--- config.mk ---
export PLATFORM = sky130hd
export DESIGN_NAME = wbubble_updater
export DESIGN_NICKNAME = d
export VERILOG_FILES = /design/src/rtl/wbupd_pkg.sv /design/src/rtl/wbu_ctrl.sv /design/src/rtl/wbu_datapath.sv /design/src/rtl/wbubble_updater.sv
export SDC_FILE = /design/constraint.sdc
export NUM_CORES = 1
export LEC_CHECK = 0
export ABC_AREA = 1
export CELL_PAD_IN_SITES_DETAIL_PLACEMENT = 2
export CELL_PAD_IN_SITES_GLOBAL_PLACEMENT = 2
export CORE_ASPECT_RATIO = 1.25
export CORE_MARGIN = 10
export CORE_UTILIZATION = 34
export CTS_CLUSTER_DIAMETER = 30
export DETAILED_ROUTE_END_ITERATION = 16
export GPL_TIMING_DRIVEN = 0
export PLACE_DENSITY_LB_ADDON = 0.1
export SYNTH_ARGS = -nofsm -noshare
export SYNTH_HDL_FRONTEND = slang
export SYNTH_SLANG_ARGS = --single-unit
--- constraint.sdc ---
create_clock -name clk -period 1.85 [get_ports clk]
set_clock_uncertainty 0.05 [all_clocks]
set_input_delay 0.2775 -clock clk [delete_from_list [all_inputs] [get_ports clk]]
set_output_delay 0.2775 -clock clk [all_outputs]
set_load 0.01 [all_outputs]
--- src/rtl/wbupd_pkg.sv ---
package wbupd_pkg;
  // Stream slot decision passed from control to datapath each cycle.
  typedef struct packed {
    logic takeLookup;    // a lookup enters stage 0 at this edge
    logic injectBubble;  // a bubble enters stage 0 at this edge
  } slotCtl_t;
endpackage

--- src/rtl/wbu_ctrl.sv ---
module wbu_ctrl
  import wbupd_pkg::*;
#(
  parameter int NUM_STAGES = 4,
  parameter int NUM_IDS    = 2,
  parameter int ADDR_W     = 3,
  parameter int NODE_W     = 8,
  parameter int ID_W       = 1,
  parameter int STAGE_W    = 2
) (
  input  logic                                      clk,
  input  logic                                      rstN,
  input  logic                                      lookupValid,
  input  logic                                      bubbleReq,
  input  logic [ID_W-1:0]                           bubbleId,
  input  logic                                      loadValid,
  input  logic [STAGE_W-1:0]                        loadStage,
  input  logic [ID_W-1:0]                           loadId,
  input  logic                                      loadPort,
  input  logic                                      loadWe,
  input  logic [ADDR_W-1:0]                         loadAddr,
  input  logic [NODE_W-1:0]                         loadData,
  output logic                                      loadAck,
  output slotCtl_t                                  slotCtl,
  output logic [NUM_STAGES-1:0][1:0]                wrEn,
  output logic [NUM_STAGES-1:0][1:0][ADDR_W-1:0]    wrAddr,
  output logic [NUM_STAGES-1:0][1:0][NODE_W-1:0]    wrData
);

  // Update tables: stage x entry x slot
  logic [NUM_STAGES-1:0][NUM_IDS-1:0][1:0]              tWe;
  logic [NUM_STAGES-1:0][NUM_IDS-1:0][1:0][ADDR_W-1:0]  tAddr;
  logic [NUM_STAGES-1:0][NUM_IDS-1:0][1:0][NODE_W-1:0]  tData;

  // Bubble position tracking, one flag per pipeline stage
  logic [NUM_STAGES-1:0]            bubV;
  logic [NUM_STAGES-1:0][ID_W-1:0]  bubId;

  // Bubble arriving at each stage this cycle
  logic [NUM_STAGES-1:0]            inV;
  logic [NUM_STAGES-1:0][ID_W-1:0]  inId;

  logic stageInRange;
  logic tableBusy;

  assign slotCtl.injectBubble = bubbleReq;
  assign slotCtl.takeLookup   = lookupValid & ~bubbleReq;

  // Table j is still needed by any bubble that has not yet entered stage j
  always_comb begin
    tableBusy = bubbleReq;
    for (int i = 0; i < NUM_STAGES; i++) begin
      if (bubV[i] && (i < int'(loadStage))) tableBusy = 1'b1;
    end
  end

  assign stageInRange = int'(loadStage) < NUM_STAGES;
  assign loadAck      = loadValid & stageInRange & ~tableBusy;

  genvar g, p;
  generate
    for (g = 0; g < NUM_STAGES; g++) begin : gStage
      if (g == 0) begin : gRoot
        assign inV[g]  = bubbleReq;
        assign inId[g] = bubbleId;
      end else begin : gInner
        assign inV[g]  = bubV[g-1];
        assign inId[g] = bubId[g-1];
      end
      for (p = 0; p < 2; p++) begin : gPort
        assign wrEn[g][p]   = inV[g] & tWe[g][inId[g]][p];
        assign wrAddr[g][p] = tAddr[g][inId[g]][p];
        assign wrData[g][p] = tData[g][inId[g]][p];
      end
    end
  endgenerate

  always_ff @(posedge clk) begin
    if (!rstN) begin
      bubV  <= '0;
      bubId <= '0;
    end else begin
      bubV  <= {bubV[NUM_STAGES-2:0], bubbleReq};
      bubId <= {bubId[NUM_STAGES-2:0], bubbleId};
    end
  end

  always_ff @(posedge clk) begin
    if (!rstN) begin
      tWe   <= '0;
      tAddr <= '0;
      tData <= '0;
    end else if (loadAck) begin
      tWe[loadStage][loadId][loadPort]   <= loadWe;
      tAddr[loadStage][loadId][loadPort] <= loadAddr;
      tData[loadStage][loadId][loadPort] <= loadData;
    end
  end

  // a rejected load leaves every table slot as it was
  assert_reject_keeps_table_R7: assert property (@(posedge clk) disable iff (!rstN)
    (loadValid && !loadAck) |=> ($stable(tWe) && $stable(tAddr) && $stable(tData)));

  generate
    for (g = 0; g < NUM_STAGES - 1; g++) begin : gAdv
      // a bubble advances one stage per cycle and keeps its identifier
      assert_bubble_advances_R4: assert property (@(posedge clk) disable iff (!rstN)
        bubV[g] |=> (bubV[g+1] && (bubId[g+1] == $past(bubId[g]))));
    end
  endgenerate

endmodule

--- src/rtl/wbu_datapath.sv ---
module wbu_datapath
  import wbupd_pkg::*;
#(
  parameter int NUM_STAGES = 4,
  parameter int ADDR_W     = 3,
  parameter int NODE_W     = 8
) (
  input  logic                                      clk,
  input  logic                                      rstN,
  input  slotCtl_t                                  slotCtl,
  input  logic [NUM_STAGES*ADDR_W-1:0]              lookupKey,
  input  logic [NUM_STAGES-1:0][1:0]                wrEn,
  input  logic [NUM_STAGES-1:0][1:0][ADDR_W-1:0]    wrAddr,
  input  logic [NUM_STAGES-1:0][1:0][NODE_W-1:0]    wrData,
  output logic                                      resultValid,
  output logic [NUM_STAGES*NODE_W-1:0]              resultData
);

  localparam int DEPTH  = 1 << ADDR_W;
  localparam int KEY_W  = NUM_STAGES * ADDR_W;
  localparam int DATA_W = NUM_STAGES * NODE_W;

  logic [NUM_STAGES-1:0]             lkV;
  logic [NUM_STAGES-1:0][KEY_W-1:0]  lkKey;
  logic [NUM_STAGES-1:0][DATA_W-1:0] lkData;
  logic [NUM_STAGES-1:0][DATA_W-1:0] stageOut;

  genvar g;
  generate
    for (g = 0; g < NUM_STAGES; g++) begin : gStage
      logic [DEPTH-1:0][NODE_W-1:0] mem;
      logic [NODE_W-1:0]            readWord;

      assign readWord = mem[lkKey[g][g*ADDR_W +: ADDR_W]];
      assign stageOut[g] = (lkData[g] & ~(DATA_W'({NODE_W{1'b1}}) << (g*NODE_W)))
                         | (DATA_W'(readWord) << (g*NODE_W));

      // Port 1 is written after port 0, so it wins on an address clash
      always_ff @(posedge clk) begin
        if (!rstN) begin
          mem <= '0;
        end else begin
          if (wrEn[g][0]) mem[wrAddr[g][0]] <= wrData[g][0];
          if (wrEn[g][1]) mem[wrAddr[g][1]] <= wrData[g][1];
        end
      end

      // a port-0 write without a clashing port-1 write lands as given
      assert_write_lands_R3: assert property (@(posedge clk) disable iff (!rstN)
        (wrEn[g][0] && !(wrEn[g][1] && (wrAddr[g][1] == wrAddr[g][0])))
          |=> (mem[$past(wrAddr[g][0])] == $past(wrData[g][0])));

      // a port-1 write always lands as given
      assert_port1_wins_R9: assert property (@(posedge clk) disable iff (!rstN)
        wrEn[g][1] |=> (mem[$past(wrAddr[g][1])] == $past(wrData[g][1])));
    end
  endgenerate

  always_ff @(posedge clk) begin
    if (!rstN) begin
      lkV         <= '0;
      lkKey       <= '0;
      lkData      <= '0;
      resultValid <= 1'b0;
      resultData  <= '0;
    end else begin
      lkV[0]    <= slotCtl.takeLookup;
      lkKey[0]  <= lookupKey;
      lkData[0] <= '0;
      for (int j = 1; j < NUM_STAGES; j++) begin
        lkV[j]    <= lkV[j-1];
        lkKey[j]  <= lkKey[j-1];
        lkData[j] <= stageOut[j-1];
      end
      resultValid <= lkV[NUM_STAGES-1];
      resultData  <= stageOut[NUM_STAGES-1];
    end
  end

  // a bubble slot never turns into a lookup in stage 0
  assert_bubble_no_lookup_R6: assert property (@(posedge clk) disable iff (!rstN)
    $past(slotCtl.injectBubble) |-> !lkV[0]);

  // a result only follows a lookup held in the last stage
  assert_result_follows_R2: assert property (@(posedge clk) disable iff (!rstN)
    resultValid |-> $past(lkV[NUM_STAGES-1]));

endmodule

--- src/rtl/wbubble_updater.sv ---
module wbubble_updater
  import wbupd_pkg::*;
#(
  parameter int NUM_STAGES = 4,
  parameter int NUM_IDS    = 2,
  parameter int ADDR_W     = 3,
  parameter int NODE_W     = 8,
  localparam int ID_W      = (NUM_IDS > 1) ? $clog2(NUM_IDS) : 1,
  localparam int STAGE_W   = (NUM_STAGES > 1) ? $clog2(NUM_STAGES) : 1
) (
  input  logic                           clk,
  input  logic                           rstN,
  input  logic                           lookupValid,
  input  logic [NUM_STAGES*ADDR_W-1:0]   lookupKey,
  input  logic                           bubbleReq,
  input  logic [ID_W-1:0]                bubbleId,
  input  logic                           loadValid,
  input  logic [STAGE_W-1:0]             loadStage,
  input  logic [ID_W-1:0]                loadId,
  input  logic                           loadPort,
  input  logic                           loadWe,
  input  logic [ADDR_W-1:0]              loadAddr,
  input  logic [NODE_W-1:0]              loadData,
  output logic                           loadAck,
  output logic                           resultValid,
  output logic [NUM_STAGES*NODE_W-1:0]   resultData
);

  slotCtl_t                                  slotCtl;
  logic [NUM_STAGES-1:0][1:0]                wrEn;
  logic [NUM_STAGES-1:0][1:0][ADDR_W-1:0]    wrAddr;
  logic [NUM_STAGES-1:0][1:0][NODE_W-1:0]    wrData;

  wbu_ctrl #(
    .NUM_STAGES(NUM_STAGES), .NUM_IDS(NUM_IDS), .ADDR_W(ADDR_W),
    .NODE_W(NODE_W), .ID_W(ID_W), .STAGE_W(STAGE_W)
  ) ctrl_i (
    .clk(clk), .rstN(rstN), .lookupValid(lookupValid),
    .bubbleReq(bubbleReq), .bubbleId(bubbleId),
    .loadValid(loadValid), .loadStage(loadStage), .loadId(loadId),
    .loadPort(loadPort), .loadWe(loadWe), .loadAddr(loadAddr),
    .loadData(loadData), .loadAck(loadAck), .slotCtl(slotCtl),
    .wrEn(wrEn), .wrAddr(wrAddr), .wrData(wrData)
  );

  wbu_datapath #(
    .NUM_STAGES(NUM_STAGES), .ADDR_W(ADDR_W), .NODE_W(NODE_W)
  ) dp_i (
    .clk(clk), .rstN(rstN), .slotCtl(slotCtl), .lookupKey(lookupKey),
    .wrEn(wrEn), .wrAddr(wrAddr), .wrData(wrData),
    .resultValid(resultValid), .resultData(resultData)
  );

endmodule

**Word level (Yosys, flattened, before mapping)**

Index checks and enable logic that the tools add are counted.

- Bits in registers: 587
- Word-level logic and storage cells: 241
- Input bits: 34
- Output and inout bits: 34

- Bitwise operators: 16
- Multiplexer cells: 92
- $lt $le $gt $ge: 33
- Reductions and logical operators: 14

Operators with widths:

| cell | number |
|---|---|
| $mux 64 | 12 |
| $bwmux 64 | 8 |
| $demux 8 s3 | 8 |
| $mux 16 | 9 |
| $bwmux 128 | 1 |
| $mux 8 | 13 |
| $bmux 8 s3 | 4 |
| $demux 32 s2 | 1 |
| $mux 6 | 9 |
| $bwmux 48 | 1 |
| $lt 3x4->1 const B | 12 |
| $mux 32 | 1 |
| $or 24x32->32 | 1 |
| $demux 12 s2 | 1 |
| $ge 3x1->1 const B | 8 |
| $or 16x24->24 | 1 |
| $mux 2 | 9 |
| $bwmux 16 | 1 |
| $demux 16 s1 | 1 |
| $or 8x16->16 | 1 |
| $logic_and 1x1->1 | 14 |
| $lt 1x2->1 const B | 6 |
| $mux 12 | 1 |
| $and 1x1->1 | 10 |
| 16 further kinds | 22 |

**Longest topological paths before layout**

Gate-level depths: netlist of run 1.

- Depth in word-level cells: 11
- Gate-level depth with buffers: 12
- Gate-level depth less buffers: 10

**By module**

From an unflattened synthesis of run 1, not the netlist that was laid out.

- Cell total of the unflattened synthesis: 4992
- Area total of the unflattened synthesis: 29846.1 µm²

By module, submodules not included:

| module | sequential area each (µm²) | instances | area an instance (µm²) | cells an instance |
|---|---|---|---|---|
| wbu_datapath | 7427.1 | 1 | 20289.5 | 3495 |
| wbu_ctrl | 3963.8 | 1 | 9556.7 | 1497 |

**Worst setup path before layout of run 1**

No wires, ideal clock.

- Path type: reg2reg
- Start point: register ctrl_i.bubId[1] (netlist bit)
- End point: register dp_i.gStage[2].mem[47] (netlist bit)
- Setup slack: 295 ps
- Required time: 1691 ps
- Buffers on the path: 3
- Period minus slack after synthesis: 1555 ps
- Library setup time: 109 ps
- Cell stages (with the launch flop): 12
- Data arrival time: 1397 ps
- Path through: dfxtp_1 buf_4 buf_4 nand2_1 nand3_2 nor2_4 buf_4 nand3_1 nand2_1 inv_1 nand2_1 inv_1

- Word-level cells in the longest chain between the ends: 11
- Elaborated cells between the ends (all ways): 23
- Classes of those cells: order compare: 4; mux: 15; bitwise: 2; reduce/logical: 2

RTL lines:

| what | RTL line | text |
|---|---|---|
| from (decl) | wbu_ctrl.sv:37 | `logic [NUM_STAGES-1:0][ID_W-1:0] bubId;` |
| from (signal assigned) | wbu_ctrl.sv:84 | `bubId <= {bubId[NUM_STAGES-2:0], bubbleId};` |
| $mux 6 (not written as such) (2 in a row) | wbu_ctrl.sv:72 | `assign wrAddr[g][p] = tAddr[g][inId[g]][p];` |
| $lt 3x4->1 (not written as such) / $ge 3x1->1 (equally long branches) | wbu_datapath.sv:43 | `if (wrEn[g][0]) mem[wrAddr[g][0]] <= wrData[g][0];` |
| $logic_and 1x1->1 (not written as such) | wbu_datapath.sv:43 |  |
| $mux 8 (not written as such) | wbu_datapath.sv:43 |  |
| $demux 8 s3 | - |  |
| $bwmux 64 | wbu_datapath.sv:43 |  |
| $mux 64 | wbu_datapath.sv:43 |  |
| $mux 64 | wbu_datapath.sv:40 | `if (!rstN) begin` |
| $bwmux 64 | wbu_datapath.sv:44 | `if (wrEn[g][1]) mem[wrAddr[g][1]] <= wrData[g][1];` |
| $mux 64 * | wbu_datapath.sv:44 |  |
| to (signal, indexed assignment) | wbu_datapath.sv:43 |  |
| to (signal, indexed assignment) | wbu_datapath.sv:44 |  |
| to (decl) | wbu_datapath.sv:31 | `logic [DEPTH-1:0][NODE_W-1:0] mem;` |

Every way passes the cells marked *; elsewhere a longest branch is shown, timed or not. The select of a mux whose other input is x is not followed.
A chain may end at the register's enable or synchronous reset.

**Final worst setup path of run 1**

- Start point: register ctrl_i.bubId[2] (netlist bit)
- End point: register dp_i.gStage[3].mem[44] (netlist bit)

- Word-level cells in the longest chain between the ends: 11
- Elaborated cells between the ends (all ways): 23
- Classes of those cells: order compare: 4; mux: 15; bitwise: 2; reduce/logical: 2

RTL lines:

| what | RTL line |
|---|---|
| $mux 6 (not written as such) (2 in a row) | wbu_ctrl.sv:72 |
| $lt 3x4->1 (not written as such) / $ge 3x1->1 (equally long branches) | wbu_datapath.sv:43 |
| $logic_and 1x1->1 (not written as such) | wbu_datapath.sv:43 |
| $mux 8 (not written as such) | wbu_datapath.sv:43 |
| $demux 8 s3 | - |
| $bwmux 64 | wbu_datapath.sv:43 |
| $mux 64 | wbu_datapath.sv:43 |
| $mux 64 | wbu_datapath.sv:40 |
| $bwmux 64 | wbu_datapath.sv:44 |
| $mux 64 * | wbu_datapath.sv:44 |
| to (signal, indexed assignment) | wbu_datapath.sv:43 |
| to (signal, indexed assignment) | wbu_datapath.sv:44 |
| to (decl) | wbu_datapath.sv:31 |

Marked as above.

==> run_results.csv, run 1 <==
group,metric,value,unit
status,status,"finished, violations left",
status,violations,"negative hold slack, negative setup slack",
die,start_util,34.2,%
finish,drive_gt1_share,24.0,%
global_routing,grt_first_pass_wirelength,249000,microns
sta,slew_headroom,10.9,%
sta,finalHoldViolations,1,
worst_setup_path,cp.arrival,2.76,ns
yosys,synth_seq_cells,569,
die,coreArea,0.0856,sq mm
place,gp_congestion,0.862,
clock_tree,clk_latency,0.80,ns
global_routing,grt_util_all_layers,33.3,%
global_routing,antenna_found_initial,10,
run,cap_viol_max_count,0,
power_and_ir_drop,vdd_drop_max,0.962,mV
routing,vias,37798,
finish,post-route-util,50.0,%
routing,drc_errors,0,
clock_tree,clkSlewWorstSetupHoldPaths,0.05,ns
worst_setup_path,path_max_fanout,10,
die,dieWidth,282,microns
min_path,hold_path_class,"in -> reg",
power_and_ir_drop,pwr_density_cell,1070,mW/mm^2
global_routing,grt_pass1_vias,39107,
clock_tree,root_buffer,"clkbuf_16",
die,die_h,348,microns
sta,fin_crit_sh,115,%
finish,fillers,9665,
sta,post-route-min-period,2.13,ns
die,num_rows,120,
routing,ant_nets,0,
worst_setup_path,path_class,"reg -> reg",
clock_tree,cts_tree,"built",
routing,first_pass_iters,6,
worst_setup_path,cp.required,2.48,ns
routing,avgViaCountPerCell,5.96,
global_routing,grt_max_degree,17,
yosys,ys_warn_count,0,
finish,nets,5145,
sta,fin_ws,-0.281,ns
yosys,seq_area_frac_synth,38.9,%
global_routing,overflow,0,
sta,hold_ws,-0.00671,ns
routing,wire_per_inst,33.1,microns
power_and_ir_drop,leakagePower,0.0223,uW
sta,rsz0062_at_grt,"yes",
sta,slew_viol_final,0,
finish,area_delta_synth_final,46.2,%
place,io_buffer_count,53,
yosys,synthCells,4675,
clock_tree,clk_path_buf_depth,3,
clock_tree,cts.sink_count,569,
die,die-area,0.0983,sq mm
finish,stdcell_area,0.0428,sq mm
worst_setup_path,cp-end-kind,"flop",
yosys,synth_area_per_cell,6.26,sq um
routing,routed_wl,210000,microns
routing,drt_iter0_markers,3231,
sta,fmax,469,MHz
place,hpwl,96000,microns
place,place_area,0.0312,sq mm
sta,tightest_slew,1.34,ns
clock_tree,cts_inserted_buffers,159,
yosys,synth.cell_area,0.0293,sq mm
sta,setup_violations,320,
clock_tree,h-tree-depth,4,
yosys,syn-num-nets,4709,
die,ios,68,
yosys,ys_types,27,
worst_setup_path,crit_path_start_kind,"flop",
report_power, final:
part	leakage [uW]	switching [uW]	internal, uW
logic	0.0151	2420	851
clock network	0.00266	10500	19400
registers	0.00460	145	12500
worst max-delay path: stages (launching register included):
cell	delay, ns
dfxtp_2	0.34
buf_12	0.14
clkinv_8	0.07
buf_4	0.14
nand2_4	0.06
nand2_4	0.08
buf_4	0.16
nor2_4	0.21
buf_8	0.19
nand3_1	0.18
nand2_1	0.17
inv_1	0.07
nand2_1	0.08
inv_1	0.05
layer usage:
metal / vias up / track usage (%) / routed length, microns
li1: 15464 / - / -
met1: 19002 / 35.6 / 75800
met2: 2201 / 57.8 / 98400
met3: 1125 / 6.18 / 15300
met4: 6 / 24.6 / 20600
met5: - / 0 / 34
cells by family (layout without fill, tap and decap cells):
kind of cell | count (synthesis) | count (layout) | synth area share, %
buf+inv | 984 | 1549 | 13.8
simple gates | 2732 | 2734 | 39.9
compound gates | 390 | 390 | 7.41
other cells | 0 | 7 | 0
flops | 569 | 569 | 38.9
synth_stat cells (all sizes together):
cell | number | area (sq um)
or2 | 16 | 100
clkbuf | 125 | 469
buf | 129 | 821
nand4 | 29 | 181
inv | 730 | 2750
o22ai | 32 | 200
o21ai | 250 | 1350
nand3 | 785 | 3960
a21oi | 76 | 380
dfxtp | 569 | 11400
nor2 | 522 | 2230
o211ai | 32 | 240
nand2 | 1380 | 5220
sequential cells by signal, summed over array words and instances (netlist names), 4 cells and up:
name             cells
ctrl_i.tAddr        48
ctrl_i.tData       128
dp_i.gStage.mem    256
dp_i.resultData     32
ctrl_i.tWe          16
dp_i.lkKey          30
dp_i.lkV             4
dp_i.lkData         48
worst paths after layout:
path,endpoint,cells after the start,slack (ns),from
max,dp_i.gStage[3].mem[44],13,-0.28,ctrl_i.bubId[2]
min,dp_i.lkKey[3],3,-0.007,lookupKey[3]
max reg2reg,dp_i.gStage[3].mem[44],13,-0.28,ctrl_i.bubId[2]
min reg2reg,dp_i.resultData[3],2,0.38,dp_i.lkData[99]
through the flow:
step / setup TNS, ns / setup WS, ns / power (uW) / cells
3_5_place_dp: -346.85 / -1.11 / 15100 / 5827
2_1_floorplan: 0 / 0.295 / 14100 / 4675
5_1_grt: -39.64 / -0.290 / 46300 / 6340
4_1_cts: -1.22 / -0.221 / 43700 / 6211
3_3_place_gp: -327.93 / -1.09 / 15000 / 5826
6_report: -28.03 / -0.281 / 45700 / 6347
cell usage in the layout, fill, tap and decap left out, types with 17 or more instances in the layout:
cell	synthesis	layout
nand2_1	1366	1144
inv_1	723	683
nand3_1	781	629
dfxtp_1	569	560
nor2_1	469	461
clkbuf_16	0	171
o21ai_0	192	164
buf_4	48	154
nand2_2	13	143
nand3_2	3	125
clkbuf_1	125	89
nand2_4	1	77
a21oi_1	76	75
buf_6	11	63
buf_12	0	62
nor2_4	22	54
o21ai_4	0	46
inv_2	5	42
clkbuf_2	0	35
dlygate4sd2_1	0	33
o22ai_1	32	32
o211ai_1	32	32
nand3_4	1	31
nand4_1	29	29
clkbuf_8	0	28
clkinv_2	0	24
buf_2	59	22
o21ai_1	32	22
buf_8	0	22
clkinvlp_4	0	21
o21ai_2	26	18
bufinv_16	0	18
clkdlybuf4s50_1	0	17
timing repair:
| item | CTS | global route |
|---|---|---|
| cloned | 6 | 15 |
| endpoints found under the hold margin | 3 | 0 |
| setup buffers | 83 | 122 |
| hold buffers | 3 | 0 |
| endpoints found under the setup margin | 513 | 446 |
| gates resized for setup | 321 | 742 |
| pin swaps | 43 | 223 |
area by class of cell:
| class | count | area, sq um | area share (%) |
|---|---|---|---|
| Buffer | 249 | 1860 | 4.35 |
| Inverter | 730 | 2760 | 6.45 |
| Multi-Input combinational cell | 3124 | 16700 | 39.0 |
| Tap cell | 1098 | 1370 | 3.21 |
| Clock buffer | 198 | 4390 | 10.2 |
| Clock inverter | 94 | 1130 | 2.65 |
| Sequential cell | 569 | 11400 | 26.7 |
| Antenna cell | 7 | 17.5 | 0.0409 |
| Timing Repair Buffer | 278 | 3180 | 7.42 |
Power figures use the tool's default switching activity.
==> run 2, diff against run 1 <==
- CELL_PAD_IN_SITES_DETAIL_PLACEMENT: 2 -> unset
- CELL_PAD_IN_SITES_GLOBAL_PLACEMENT: 2 -> unset
- CORE_UTILIZATION: 34 -> 45
- PLACE_DENSITY_LB_ADDON: 0.1 -> unset
- RECOVER_POWER: unset -> 25
==> run 2 against run 1 <==
Count of clock-buffer cells in the layout is 24 lower. Combinational power shrank 26%. Highest routed layer is now met4. Global-route usage decreased by 5.8 points. The run ends with negative setup slack left. Sequential cell count stayed put. Sequential power is essentially flat. Register-to-register slack gained 0.22 ns. Clock power down 20%. Largest power group unchanged. Power down 15%. Critical path type is now in -> reg. Critical path depth shrank 8. Critical endpoint is now ctrl_i.bubId[2].
==> run_results.csv, run 2 (synthesis gave the netlist of run 1 again) <==
group,metric,value,unit
routing,first_pass_iters,6,
status,violations,"negative setup slack",
worst_setup_path,crit_path_end,"ctrl_i.bubId[2]",
finish,post-route-util,59.5,%
clock_tree,h-tree-depth,4,
sta,fin_ws,-0.110,ns
worst_setup_path,r2r_cells,12,
power_and_ir_drop,power.internal,29200,uW
worst_setup_path,cp-end-kind,"flop",
die,num_rows,104,
routing,wire_per_inst,18.4,microns
global_routing,use_met1,33.3,%
worst_setup_path,startpoint,"rstN",
power_and_ir_drop,p_seq_share,32.4,%
power_and_ir_drop,pwr_density_cell,1010,mW/mm^2
place,gp_congestion,0.962,
finish,area_delta_synth_final,30.8,%
clock_tree,cts.sink_count,569,
sta,tightest_slew,1.29,ns
die,start_util,45.5,%
worst_setup_path,rr_startpoint,"ctrl_i.bubId[1]",
power_and_ir_drop,vdd_drop_max,0.925,mV
sta,fmax,510,MHz
global_routing,top_usage_layer,"met2",
global_routing,antenna_found_initial,1,
routing,routed_wl,110000,microns
global_routing,met3_usage,5.23,%
die,ios,68,
routing,drt_iter0_markers,2984,
sta,setup_violations,27,
sta,slew_headroom,13.7,%
finish,drive_gt1_share,15.6,%
clock_tree,clkSlewWorstSetupHoldPaths,0.05,ns
finish,stdcell_area,0.0383,sq mm
worst_setup_path,cp.required,2.45,ns
finish,mostFrequentLayoutCell,"nand2_1",
run,cap_viol_max_count,0,
clock_tree,cts_inserted_buffers,132,
worst_setup_path,path_class,"in -> reg",
worst_setup_path,crit_path_start_kind,"input pin",
finish,regMostFlops,"dp_i.gStage.mem",
min_path,hold_path_class,"in -> reg",
power_and_ir_drop,p_sw_share,24.6,%
routing,drc_errors,0,
global_routing,grt_max_degree,17,
worst_setup_path,regToRegEndpoint,"dp_i.gStage[2].mem[39]",
global_routing,grt_first_pass_wirelength,163000,microns
finish,largest_register_ffs,256,
routing,vias,31094,
global_routing,overflow,0,
die,die-area,0.0757,sq mm
place,io_buffer_count,53,
die,die_h,305,microns
power_and_ir_drop,finalPower,38800,uW
worst_setup_path,path_max_fanout,10,
worst_setup_path,cp.arrival,2.56,ns
sta,fin_crit_sh,106,%
power_and_ir_drop,leakagePower,0.0206,uW
routing,avgViaCountPerCell,5.22,
die,dieWidth,248,microns
clock_tree,clk_latency,0.72,ns
place,place_area,0.0309,sq mm
sta,finalHoldViolations,0,
global_routing,grt_pass1_vias,28406,
routing,ant_nets,0,
sta,fin_tns_setup,-0.878,ns
min_path,min-delay-start,"lookupKey[0]",
clock_tree,clk_path_buf_depth,3,
sta,rsz0062_at_grt,"yes",
clock_tree,cts_tree,"built",
place,dp_cells,5576,
power_and_ir_drop,pwr-share-clk,61.3,%
global_routing,grt_use_met2,45.0,%
sta,slew_viol_final,0,
place,hpwl,73100,microns
die,coreArea,0.0644,sq mm
power_and_ir_drop,p_comb_share,6.3,%
worst_setup_path,reg2reg_slack,-0.06,ns
status,status,"finished, violations left",
finish,largestRegisters,"dp_i.gStage.mem (256), ctrl_i.tData (128)",
power_and_ir_drop,p_switching,9530,uW
finish,final_cell_mix,"1308 x nand2_1, 722 x nand3_1, 720 x inv_1",
sta,post-route-min-period,1.96,ns
global_routing,grt_util_all_layers,27.5,%
clock_tree,root_buffer,"clkbuf_16",
finish,layoutNonFillerInstCount,5957,
finish,nets,5040,
==> run 2: power groups by stage <==
stage	sequential, uW	combinational [uW]	clock [uW]
2_1_floorplan	12800	1290	0
3_3_place_gp	12800	2080	0
3_5_place_dp	12800	2080	0
4_1_cts	12600	2180	24000
5_1_grt	12600	2620	24600
6_report	12600	2430	23800
==> run 2: layout make-up <==
class	count	area, sq um
Clock inverter	62	779
Clock buffer	174	3780
Multi-Input combinational cell	3129	15100
Antenna cell	1	2.50
Timing Repair Buffer	190	1910
Tap cell	848	1060
Buffer	254	1570
Inverter	730	2760
Fill cell	6216	26100
Sequential cell	569	11400
==> run 2: worst min path at each step <==
stage | endpoint | slack [ns] | depth (start not counted)
final | dp_i.lkKey[0] | 0.04 | 3
after global routing | dp_i.lkKey[0] | 0.05 | 3
after CTS | dp_i.lkKey[0] | 0.01 | 3
after global placement | dp_i.lkV[1] | 0.34 | 2
after floorplan | dp_i.lkV[0] | 0.30 | 1
after detailed placement | dp_i.resultData[17] | 0.34 | 2
==> run 2: timing repair <==
action / 4_1_cts / 5_1_grt
endpoints found under the hold margin: 1 / 0
gates resized for setup: 169 / 318
pin swaps: 13 / 100
hold buffers: 1 / 0
gates cloned: 3 / 18
setup endpoints to repair: 300 / 365
buffers inserted: 34 / 88
==> run 2: worst max-delay path, cell delays in order <==
cell and delay (ns):
clkbuf_2 0.33, clkbuf_1 0.88, clkbuf_1 0.69, nand2_1 0.26, inv_1 0.10
==> run 2: metrics by stage <==
step / hold slack [ns] / worst slack (ns)
final: 0.0449 / -0.110
after global routing: 0.0480 / -0.117
after floorplan: 0.299 / 0.295
after detailed placement: 0.345 / -0.849
after CTS: 0.0122 / -0.103
after global placement: 0.342 / -0.836
==> run 2: routing by layer <==
layer	wire length, microns	vias to the layer above
met5	0	-
met1	43200	14120
met3	9070	378
li1	-	15219
met2	51300	1377
met4	6270	0
